==> src/rtl/dhc_pkg.sv <==
package dhc_pkg;
  localparam int CAUSE_W = 4;
  localparam int CODE_W  = 4;

  typedef enum logic [CODE_W-1:0] {
    CMD_DBG_SET      = 4'h1,
    CMD_DBG_RD_SEL   = 4'h2,
    CMD_DBG_RD_CAUSE = 4'h3,
    CMD_CNT_SET      = 4'h4,
    CMD_CNT_RD       = 4'h5
  } dhc_cmd_e;

  function automatic logic cmd_known(input logic [CODE_W-1:0] code);
    return (code >= 4'h1) && (code <= 4'h5);
  endfunction
endpackage

==> src/rtl/dhc_cmd_regs.sv <==
module dhc_cmd_regs
  import dhc_pkg::*;
#(
  parameter int NCORE   = 4,
  parameter int PARAM_W = 8,
  parameter int DATA_W  = 32
) (
  input  logic                clk,
  input  logic                rst_n,
  input  logic                cmd_valid,
  input  logic [CODE_W-1:0]   cmd_code,
  input  logic [PARAM_W-1:0]  cmd_param,
  input  logic [DATA_W-1:0]   cmd_data,
  output logic [NCORE-1:0]    sel_mask,
  output logic [CAUSE_W-1:0]  cause_mask,
  output logic [NCORE-1:0]    cnt_mask,
  output logic [DATA_W-1:0]   readback,
  output logic                cmd_unknown
);
  localparam int PAD_W = DATA_W - NCORE;

  function automatic logic [DATA_W-1:0] widen(input logic [NCORE-1:0] m);
    return {{PAD_W{1'b0}}, m};
  endfunction

  assign cmd_unknown = cmd_valid && !cmd_known(cmd_code);

  always_ff @(posedge clk or negedge rst_n) begin
    if (!rst_n) begin
      sel_mask   <= '0;
      cause_mask <= '0;
      cnt_mask   <= '0;
      readback   <= '0;
    end else if (cmd_valid) begin
      case (cmd_code)
        CMD_DBG_SET: begin
          sel_mask   <= cmd_data[NCORE-1:0];
          cause_mask <= cmd_param[CAUSE_W-1:0];
        end
        CMD_DBG_RD_SEL,
        CMD_DBG_RD_CAUSE: readback <= widen(sel_mask);
        CMD_CNT_SET:      cnt_mask <= cmd_data[NCORE-1:0];
        CMD_CNT_RD:       readback <= widen(cnt_mask);
        default: ;
      endcase
    end
  end
endmodule

==> src/rtl/dhc_halt_fanout.sv <==
module dhc_halt_fanout
  import dhc_pkg::*;
#(
  parameter int NCORE = 4
) (
  input  logic                       clk,
  input  logic                       rst_n,
  input  logic [NCORE-1:0]           halt_evt,
  input  logic [NCORE*CAUSE_W-1:0]   halt_cause,
  input  logic [NCORE-1:0]           sel_mask,
  input  logic [CAUSE_W-1:0]         cause_mask,
  output logic [NCORE-1:0]           qual_vec,
  output logic                       qual_any,
  output logic [NCORE-1:0]           halt_req
);
  function automatic logic core_qualifies(input logic evt, input logic sel,
                                          input logic [CAUSE_W-1:0] cause,
                                          input logic [CAUSE_W-1:0] enab);
    return evt && sel && ((cause & enab) != '0);
  endfunction

  for (genvar i = 0; i < NCORE; i++) begin : g_core
    assign qual_vec[i] = core_qualifies(halt_evt[i], sel_mask[i],
                                        halt_cause[i*CAUSE_W +: CAUSE_W],
                                        cause_mask);
  end

  assign qual_any = |qual_vec;

  always_ff @(posedge clk or negedge rst_n) begin
    if (!rst_n) halt_req <= '0;
    else        halt_req <= qual_any ? sel_mask : '0;
  end
endmodule

==> src/rtl/dhc_gcounter.sv <==
module dhc_gcounter #(
  parameter int NCORE = 4,
  parameter int CNT_W = 64
) (
  input  logic             clk,
  input  logic             rst_n,
  input  logic [NCORE-1:0] halt_evt,
  input  logic [NCORE-1:0] cnt_mask,
  output logic             frozen,
  output logic [CNT_W-1:0] count
);
  function automatic logic [CNT_W-1:0] next_count(input logic [CNT_W-1:0] c,
                                                  input logic hold);
    return hold ? c : c + CNT_W'(1);
  endfunction

  assign frozen = |(halt_evt & cnt_mask);

  always_ff @(posedge clk or negedge rst_n) begin
    if (!rst_n) count <= '0;
    else        count <= next_count(count, frozen);
  end
endmodule

==> src/rtl/dhc_top.sv <==
module dhc_top
  import dhc_pkg::*;
#(
  parameter int NCORE   = 4,
  parameter int PARAM_W = 8,
  parameter int DATA_W  = 32,
  parameter int CNT_W   = 64
) (
  input  logic                     clk,
  input  logic                     rst_n,
  input  logic [NCORE-1:0]         halt_evt,
  input  logic [NCORE*4-1:0]       halt_cause,
  input  logic                     cmd_valid,
  input  logic [3:0]               cmd_code,
  input  logic [PARAM_W-1:0]       cmd_param,
  input  logic [DATA_W-1:0]        cmd_data,
  output logic [DATA_W-1:0]        readback,
  output logic [NCORE-1:0]         halt_req,
  output logic                     cnt_frozen,
  output logic [CNT_W-1:0]         gcnt
);
  logic [NCORE-1:0]   sel_mask;
  logic [CAUSE_W-1:0] cause_mask;
  logic [NCORE-1:0]   cnt_mask;
  logic               cmd_unknown;
  logic [NCORE-1:0]   qual_vec;
  logic               qual_any;

  dhc_cmd_regs #(.NCORE(NCORE), .PARAM_W(PARAM_W), .DATA_W(DATA_W)) u_regs (
    .clk(clk), .rst_n(rst_n), .cmd_valid(cmd_valid), .cmd_code(cmd_code),
    .cmd_param(cmd_param), .cmd_data(cmd_data), .sel_mask(sel_mask),
    .cause_mask(cause_mask), .cnt_mask(cnt_mask), .readback(readback),
    .cmd_unknown(cmd_unknown)
  );

  dhc_halt_fanout #(.NCORE(NCORE)) u_fan (
    .clk(clk), .rst_n(rst_n), .halt_evt(halt_evt), .halt_cause(halt_cause),
    .sel_mask(sel_mask), .cause_mask(cause_mask), .qual_vec(qual_vec),
    .qual_any(qual_any), .halt_req(halt_req)
  );

  dhc_gcounter #(.NCORE(NCORE), .CNT_W(CNT_W)) u_cnt (
    .clk(clk), .rst_n(rst_n), .halt_evt(halt_evt), .cnt_mask(cnt_mask),
    .frozen(cnt_frozen), .count(gcnt)
  );
endmodule

==> config.mk <==
export PLATFORM = sky130hd
export DESIGN_NAME = dhc_top
export DESIGN_NICKNAME = d
export VERILOG_FILES = /design/src/rtl/dhc_pkg.sv /design/src/rtl/dhc_cmd_regs.sv /design/src/rtl/dhc_halt_fanout.sv /design/src/rtl/dhc_gcounter.sv /design/src/rtl/dhc_top.sv
export SDC_FILE = /design/constraint.sdc
export NUM_CORES = 1
export LEC_CHECK = 0
export ABC_CLOCK_PERIOD_IN_PS = 2600
export BUFFER_PORTS_ARGS = -buffer_cell sky130_fd_sc_hd__buf_2
export CAP_MARGIN = 40
export CORE_MARGIN = 3
export CORE_UTILIZATION = 49
export DETAILED_ROUTE_END_ITERATION = 10
export MAX_ROUTING_LAYER = met4
export PLACE_DENSITY = 0.92
export SLEW_MARGIN = 20
export SYNTH_ARGS = -nofsm -noshare
export SYNTH_HDL_FRONTEND = slang
export SYNTH_SLANG_ARGS = --single-unit
==> constraint.sdc <==
create_clock -name clk -period 2.6 [get_ports clk]
set_input_delay 0.13 -clock clk [delete_from_list [all_inputs] [get_ports clk]]
set_output_delay 0.13 -clock clk [all_outputs]
set_load 0.1 [all_outputs]
## Word level (Yosys, flattened, before mapping)

Index checks and enable logic that the tools add are counted.

- Latch bits: 0
- Input port bits: 67
- Register bits after elaboration: 112
- Memory bits (read-only): 0
- Output and inout port bits: 101
- Memory bits (writable): 0
- Memories: 0

- Multipliers: 0
- Eq/ne operators: 5
- Muxes and demuxes: 2
- Reductions and logical operators: 19
- Magnitude comparators: 0
- Div/mod/pow operators: 0
- Shift operators: 0
- Bitwise logic cells: 5
- Add/subtract/negate cells: 1

Operators with widths:

| cell | count |
|---|---|
| 64-bit by 1-bit adder with 64-bit output (second input constant) | 1 |
| 32-bit one-hot mux with 2 select lines | 1 |
| 4-bit bitwise AND | 5 |
| 4-bit nonzero test | 4 |
| 4-bit by 2-bit == test with 1-bit output (second input constant) | 2 |
| 4-bit by 3-bit == test with 1-bit output (second input constant) | 2 |
| 1-bit logical AND | 8 |
| 4-bit OR reduction | 2 |
| 2-bit AND reduction | 3 |
| 4-bit by 1-bit == test with 1-bit output (second input constant) | 1 |
| 4-bit two-way mux | 1 |
| 2-bit nonzero test | 1 |
| 2-bit OR reduction | 1 |

## Depth between registers and ports, before layout

Gate-level depths: netlist of the first run.

- Word-level depth: 5
- Mapped depth: 7
- Mapped depth without buffers: 6

## Modules after synthesis

From an unflattened synthesis of the first run, not the netlist that was laid out.

- Cell total of the unflattened synthesis: 393
- Area total of the unflattened synthesis: 4,325.4 um2

By module, submodules not included:

| module | times used | cells an instance | seq. area each (um2) | area each (um2) |
|---|---|---|---|---|
| dhc_gcounter | 1 | 289 | 1,601.5 | 3,042.9 |
| dhc_cmd_regs | 1 | 75 | 400.4 | 970.9 |
| dhc_halt_fanout | 1 | 29 | 100.1 | 311.5 |

## Worst setup path after synthesis of the first run

Ideal clock, no wire load.

- Path type: reg2reg
- Start: register u_cnt.count[13]
- End: register u_cnt.count[56]
- Setup slack: 0.098 ns
- Period minus slack after synthesis: 2.502 ns
- Data required time: 2.436 ns
- Library setup time: 0.164 ns
- Arrival time: 2.338 ns
- Cell stages (with the launch flop): 7
- Cells stage by stage: dfrtp_1 -> nand3_1 -> nor3_2 -> nand4_2 -> buf_2 -> nor3_1 -> xor2_1

- Cells in the longest elaborated chain, start to end: 1

Ends and longest elaborated chain:

| item | line | source |
|---|---|---|
| start, declared | dhc_gcounter.sv:10 | `output logic [CNT_W-1:0] count` |
| start signal, assigned | dhc_gcounter.sv:21 | `else count <= next_count(count, frozen);` |
| 64-bit by 1-bit adder with 64-bit output | dhc_gcounter.sv:14 | `return hold ? c : c + CNT_W'(1);` |

Every way passes these cells.
A chain may end at the register's enable or synchronous reset.

## Worst setup path after layout of the first run

- Start: register u_cnt.count[3]
- End: register u_cnt.count[32]

Same word-level chain as after synthesis.

==> impl_metrics.tcl, run 1 <==
set metrics [dict create \
    wl_um 9476 \
    yosys-top-cells-area "dfrtp_1 50%, xor2_1 7.9%, xnor2_1 5.2%" \
    seq_area_um2 2102 \
    post-place-ws_ns 0.4625 \
    nFillCells 660 \
    whs_path_depth 2 \
    cts-buffers-inserted 9 \
    status "finished, final reports clean" \
    instances_no_fill 616 \
    grt_pass1_vias 3363 \
    max_cap_viol_count 0 \
    finClkSkew_ns 0.01213 \
    p_per_area_nw_per_um2 750.5 \
    seq_area_frac_synth_pct 49.75 \
    cts_tree "done" \
    crit_arrival_ns 2.45 \
    post_dp_cell_area_um2 4837 \
    grt_max_degree 48 \
    clockBufferDepth 2 \
    synth_most_common_cell "dfrtp_1" \
    final.period_utilization_pct 83.88 \
    fin_area_um2 5025 \
    timing.fmax_mhz 458.5 \
    power_leakage_nw 2.567 \
    rr_worst_depth 6 \
    start_kind "flop" \
    drt_iter0_markers 134 \
    worst_pin_slew_ns 0.8221 \
    yosysUniqueCellTypes 46 \
    period_minus_slack_ns 2.181 \
    fp.coreArea_um2 8299 \
    hpwl_um 7236 \
    vias 3263 \
    die_width_um 98.86 \
    drc 0 \
    dp_cells 599 \
    grt-ovfl-total 0 \
    endpoint_kind "flop" \
    port_buffers 107 \
    syn_area_per_cell_um2 10.97 \
    die_area_um2 9773 \
    antenna_found_initial 0 \
    reg2reg_to "u_cnt.count[32]" \
    synth_top_cell_by_area "dfrtp_1" \
    drive_gt1_share_pct 32.09 \
    ys_top_cells_by_count "84 x dfrtp_1, 38 x xor2_1, 29 x nand3_1" \
    hp-class "input port to flop" \
    ys_ff_latch 84 \
    crit_type "flop to flop" \
    hold_buffers 1 \
    rows 33 \
    async_reset_ff_share_pct 100.0 \
    yosysWarnings 0 \
    critPathCapture "u_cnt.count[32]" \
    gp_routability_congestion 0.8841 \
    peakVddDrop_uv 1449 \
    post_drt_wl_per_cell_um 15.38 \
    synth_area_um2 4225 \
    num_io_pins 168 \
    path_max_fanout 14 \
    clkLatencyLatePin_ns 0.34 \
    initial_utilization_pct 50.91 \
    synth_top_area_share_pct 49.75 \
    clock-sinks 84 \
    setup_tns_ns 0 \
    antenna-diode-count 0 \
    viasPerCell 5.297 \
    dr.pass1.iters 4 \
    syn_inst 385 \
    fin_nets 574 \
    multi_input_area_um2 1937 \
    maxSlewHeadroom_pct 44.42 \
    grt_usage_pct 20.82 \
    ctsHtreeMaxLevel 3 \
    synth_edf_count 0 \
    ctsResizeCount 0 \
    syn2layout_area_growth_pct 18.92 \
    grt_pass1_wl_um 16280 \
    startpoint "u_cnt.count[3]" \
    r2r_start "u_cnt.count[3]" \
    postCtsSetupBuffers 0 \
    ant_nets 0 \
    r2r_slack_ns 0.42 \
    setup_violations 0 \
    critPathRequiredTime_ns 2.87 \
    chipHeight_um 98.86 \
    rsz0062_at_grt "false" \
    clk_pin_slew_ns 0.09 \
    hold_violations 0 \
    ys.flop_type "dfrtp_1" \
    cts-root-buf "clkbuf_8" \
    post-route-worst-setup-slack_ns 0.4192 \
    drv_slew 0 \
]
-- sequential cells by signal, indices dropped and copies added, names as in the netlist --
name	flops
u_cnt.count	64
u_fan.halt_req	4
u_regs.cause_mask	4
u_regs.cnt_mask	4
u_regs.readback	4
u_regs.sel_mask	4
-- stage by stage --
stage               power [mW]  hold slack [ns]  util (%)
CTS                      3.797         0.007621     60.55
detailed placement       2.953           0.1381     58.28
global placement         2.916           0.3652     57.95
floorplan                2.723          -0.1656         -
finish                   3.771          0.01732     60.55
global route             3.941         0.005688     60.55
-- worst max-delay path, cell delays in order (launching register included) --
cell and delay (ns):
dfrtp_1 0.47, nand3_1 0.17, nor3_1 0.36, nand4_2 0.43, buf_4 0.31, nor3_1 0.20
xor2_1 0.17
-- cell usage in the layout (no fill, tap or decap), drive strengths merged, types with 6 or more instances in the layout --
| cell | instances |
|---|---|
| nor2 | 24 |
| buf | 115 |
| inv | 14 |
| and3 | 6 |
| mux2 | 14 |
| clkbuf | 11 |
| xor2 | 38 |
| nor3 | 21 |
| nand3 | 30 |
| conb | 28 |
| nor4 | 18 |
| dfrtp | 84 |
| xnor2 | 25 |
| nand4 | 14 |
| nand2 | 24 |
-- cell families (layout without fill, tap and decap cells) --
logic type | Yosys count | after routing | share of synthesized area (%)
other | 1 | 28 | 0.08875
adders and majority gates | 1 | 1 | 0.2961
xor gates and xnor gates | 63 | 63 | 13.06
and+or+nand+nor | 155 | 155 | 22.21
DFF | 84 | 84 | 49.75
buffers and inverters | 46 | 145 | 6.811
AOI/OAI and AO/OA | 17 | 17 | 3.110
muxes | 18 | 18 | 4.679
-- worst min path at each step --
stage	start	endpoint	slack (ns)
after floorplan	rst_n	u_cnt.count[0]	-0.17
after global placement	rst_n	u_regs.sel_mask[3]	0.37
after detailed placement	rst_n	u_regs.sel_mask[3]	0.14
after CTS	cmd_param[0]	u_regs.cause_mask[0]	0.008
after global routing	cmd_param[2]	u_regs.cause_mask[2]	0.006
final	cmd_param[0]	u_regs.cause_mask[0]	0.02
-- report_power, final --
group / internal, mW / switching (mW) / total (mW)
clock network: 0.375 / 0.467 / 0.843
registers: 1.44 / 0.154 / 1.59
logic: 0.255 / 1.08 / 1.34
-- final cells by class --
type	count	share of cell area [%]
multi-input cells	282	38.55
repair buffers	116	12.50
inverters	13	0.9711
well taps	105	2.615
clock buffers	11	2.814
flip-flops and latches	84	41.83
clock inverters	5	0.7221
-- metal layers --
metal,GRT usage [%],vias up,share of wire (%)
met1,26.94,1624,43
met2,34.40,100,51
li1,-,1529,-
met3,3.326,10,5.0
met4,5.147,0,0.73
met5,-,-,0
No activity file was read; power rests on OpenSTA's default activity.
==> run 2: changes to the inputs <==
ABC_CLOCK_PERIOD_IN_PS = 2100   (was 2600)
clock period = 2.1 ns   (was 2.6 ns; I/O delays follow)
==> run 2 against run 1 <==
Against the previous run: clock-buffer cell count is 2 higher; first-iteration DRC count shrank 33%; global-route usage shrank 0.069 points; clock power rose by 48%; final area rose by 6.8%; wire length is 5.0% higher; final cell count up 2.9%; clock skew is 0.0045 ns lower; via count up 4.4%.
==> impl_metrics.tcl, run 2 (synthesis gave the netlist of run 1 again) <==
set metrics [dict create \
    period_minus_slack_ns 2.044 \
    fp.coreArea_um2 8299 \
    chipHeight_um 98.86 \
    clockBufferDepth 2 \
    post_dp_cell_area_um2 4996 \
    worst_pin_slew_ns 0.5829 \
    hp-class "input port to flop" \
    fin_area_um2 5365 \
    post_drt_wl_per_cell_um 15.69 \
    maxSlewHeadroom_pct 60.87 \
    antenna_found_initial 0 \
    r2r_start "u_cnt.count[3]" \
    drt_iter0_markers 90 \
    grt_usage_pct 20.75 \
    fin_nets 592 \
    gp_routability_congestion 0.8620 \
    antenna-diode-count 0 \
    timing.fmax_mhz 489.2 \
    top_register "u_cnt.count" \
    sw_frac_of_total_pct 42.89 \
    grt_pass1_wl_um 16000 \
    viasPerCell 5.375 \
    p_per_area_nw_per_um2 916.7 \
    drc 0 \
    endpoint_kind "flop" \
    max_cap_viol_count 0 \
    whs_path_depth 2 \
    hold_violations 0 \
    critPathRequiredTime_ns 2.37 \
    largest_reg_flops 64 \
    clock-sinks 84 \
    crit_type "flop to flop" \
    seq_power_share_pct 40.6 \
    syn2layout_area_growth_pct 26.98 \
    power_leakage_nw 2.624 \
    share_comb_of_total_power_pct 34.1 \
    cts-buffers-inserted 9 \
    clkLatencyLatePin_ns 0.35 \
    cts_tree "done" \
    ant_nets 0 \
    vias 3408 \
    ctsHtreeMaxLevel 3 \
    dr.pass1.iters 4 \
    crit_arrival_ns 2.31 \
    grt_max_degree 40 \
    finClkSkew_ns 0.007580 \
    p_clk_share_pct 25.3 \
    wl_um 9946 \
    hpwl_um 7279 \
    final_cell_mix "106 x buf_2, 43 x dfrtp_2, 38 x xor2_1" \
    cts-root-buf "clkbuf_8" \
    grt-ovfl-total 0 \
    port_buffers 107 \
    grt_pass1_vias 3419 \
    status "finished, final reports clean" \
    rows 33 \
    setup_violations 0 \
    num_io_pins 168 \
    switching_power_mw 2.109 \
    drv_slew 0 \
    p_total_mw 4.918 \
    clk_pin_slew_ns 0.08 \
    rr_worst_depth 6 \
    cell_internal_pwr_mw 2.809 \
    startpoint "u_cnt.count[3]" \
    final_common_cell "buf_2" \
    peakVddDrop_uv 1624 \
    start_kind "flop" \
    final.period_utilization_pct 97.33 \
    die_area_um2 9773 \
    path_max_fanout 18 \
    initial_utilization_pct 50.91 \
    drive_gt1_share_pct 44.42 \
    die_width_um 98.86 \
    min_from "cmd_data[1]" \
]
-- run 2: area by class of cell --
class                      count  area (um^2)
clock inverter                 3        42.54
inverter                      13        48.80
clock buffer                  13        178.9
sequential                    84         2201
tap                          105        131.4
timing repair buffer         134        785.8
fill                         629         2934
multi-input combinational    282         1977
-- run 2: worst paths after layout --
check                                endpoint  slack (ns)
max in group asynchronous     u_cnt.count[20]        1.25
max                           u_cnt.count[40]        0.06
max reg2reg                   u_cnt.count[40]        0.06
min                        u_regs.cnt_mask[1]        0.02
min reg2reg                   u_cnt.count[52]        0.48
min in group asynchronous     u_cnt.count[60]        0.18
-- run 2: what timing repair did --
action	4_1_cts	5_1_grt
endpoints found under the setup margin	0	10
hold buffers	7	1
resized for setup	0	6
buffers inserted	0	2
hold endpoints to repair	65	1
-- run 2: worst max-delay path: stages, from the launching register on --
cell	delay [ns]
dfrtp_2	0.43
nand3_1	0.16
nor3_1	0.43
nand4_2	0.14
buf_4	0.23
nor4_1	0.36
xor2_1	0.21
-- run 2: per-stage QoR --
stage | TNS, ns | utilization (%) | setup WS [ns] | hold WS, ns | std cells
3_5_place_dp | 0 | 60.20 | 0.07227 | 0.007945 | 608
5_1_grt | -0.002963 | 64.65 | -0.002963 | 0.001241 | 634
2_1_floorplan | 0 | - | 0.001749 | -0.1906 | 412
4_1_cts | 0 | 63.71 | 0.05113 | 0.002478 | 631
6_report | 0 | 64.65 | 0.05598 | 0.01665 | 634
3_3_place_gp | 0 | 60.20 | 0.1627 | 0.0007662 | 608
-- run 2: per-layer routing --
metal	GRT usage, %	up-vias	part of all wire [%]
met3	3.397	26	4.4
met1	24.51	1705	40
li1	-	1565	-
met5	-	-	0
met2	34.76	112	53
met4	9.349	0	2.7
-- run 2: power by group through the flow --
stage | registers, mW | clock network (mW) | logic (mW)
2_1_floorplan | 2.77 | 0 | 0.625
3_3_place_gp | 2.01 | 0 | 1.63
6_report | 2.00 | 1.25 | 1.68
5_1_grt | 2.03 | 1.35 | 1.75
3_5_place_dp | 2.03 | 0 | 1.66
4_1_cts | 1.99 | 1.27 | 1.67
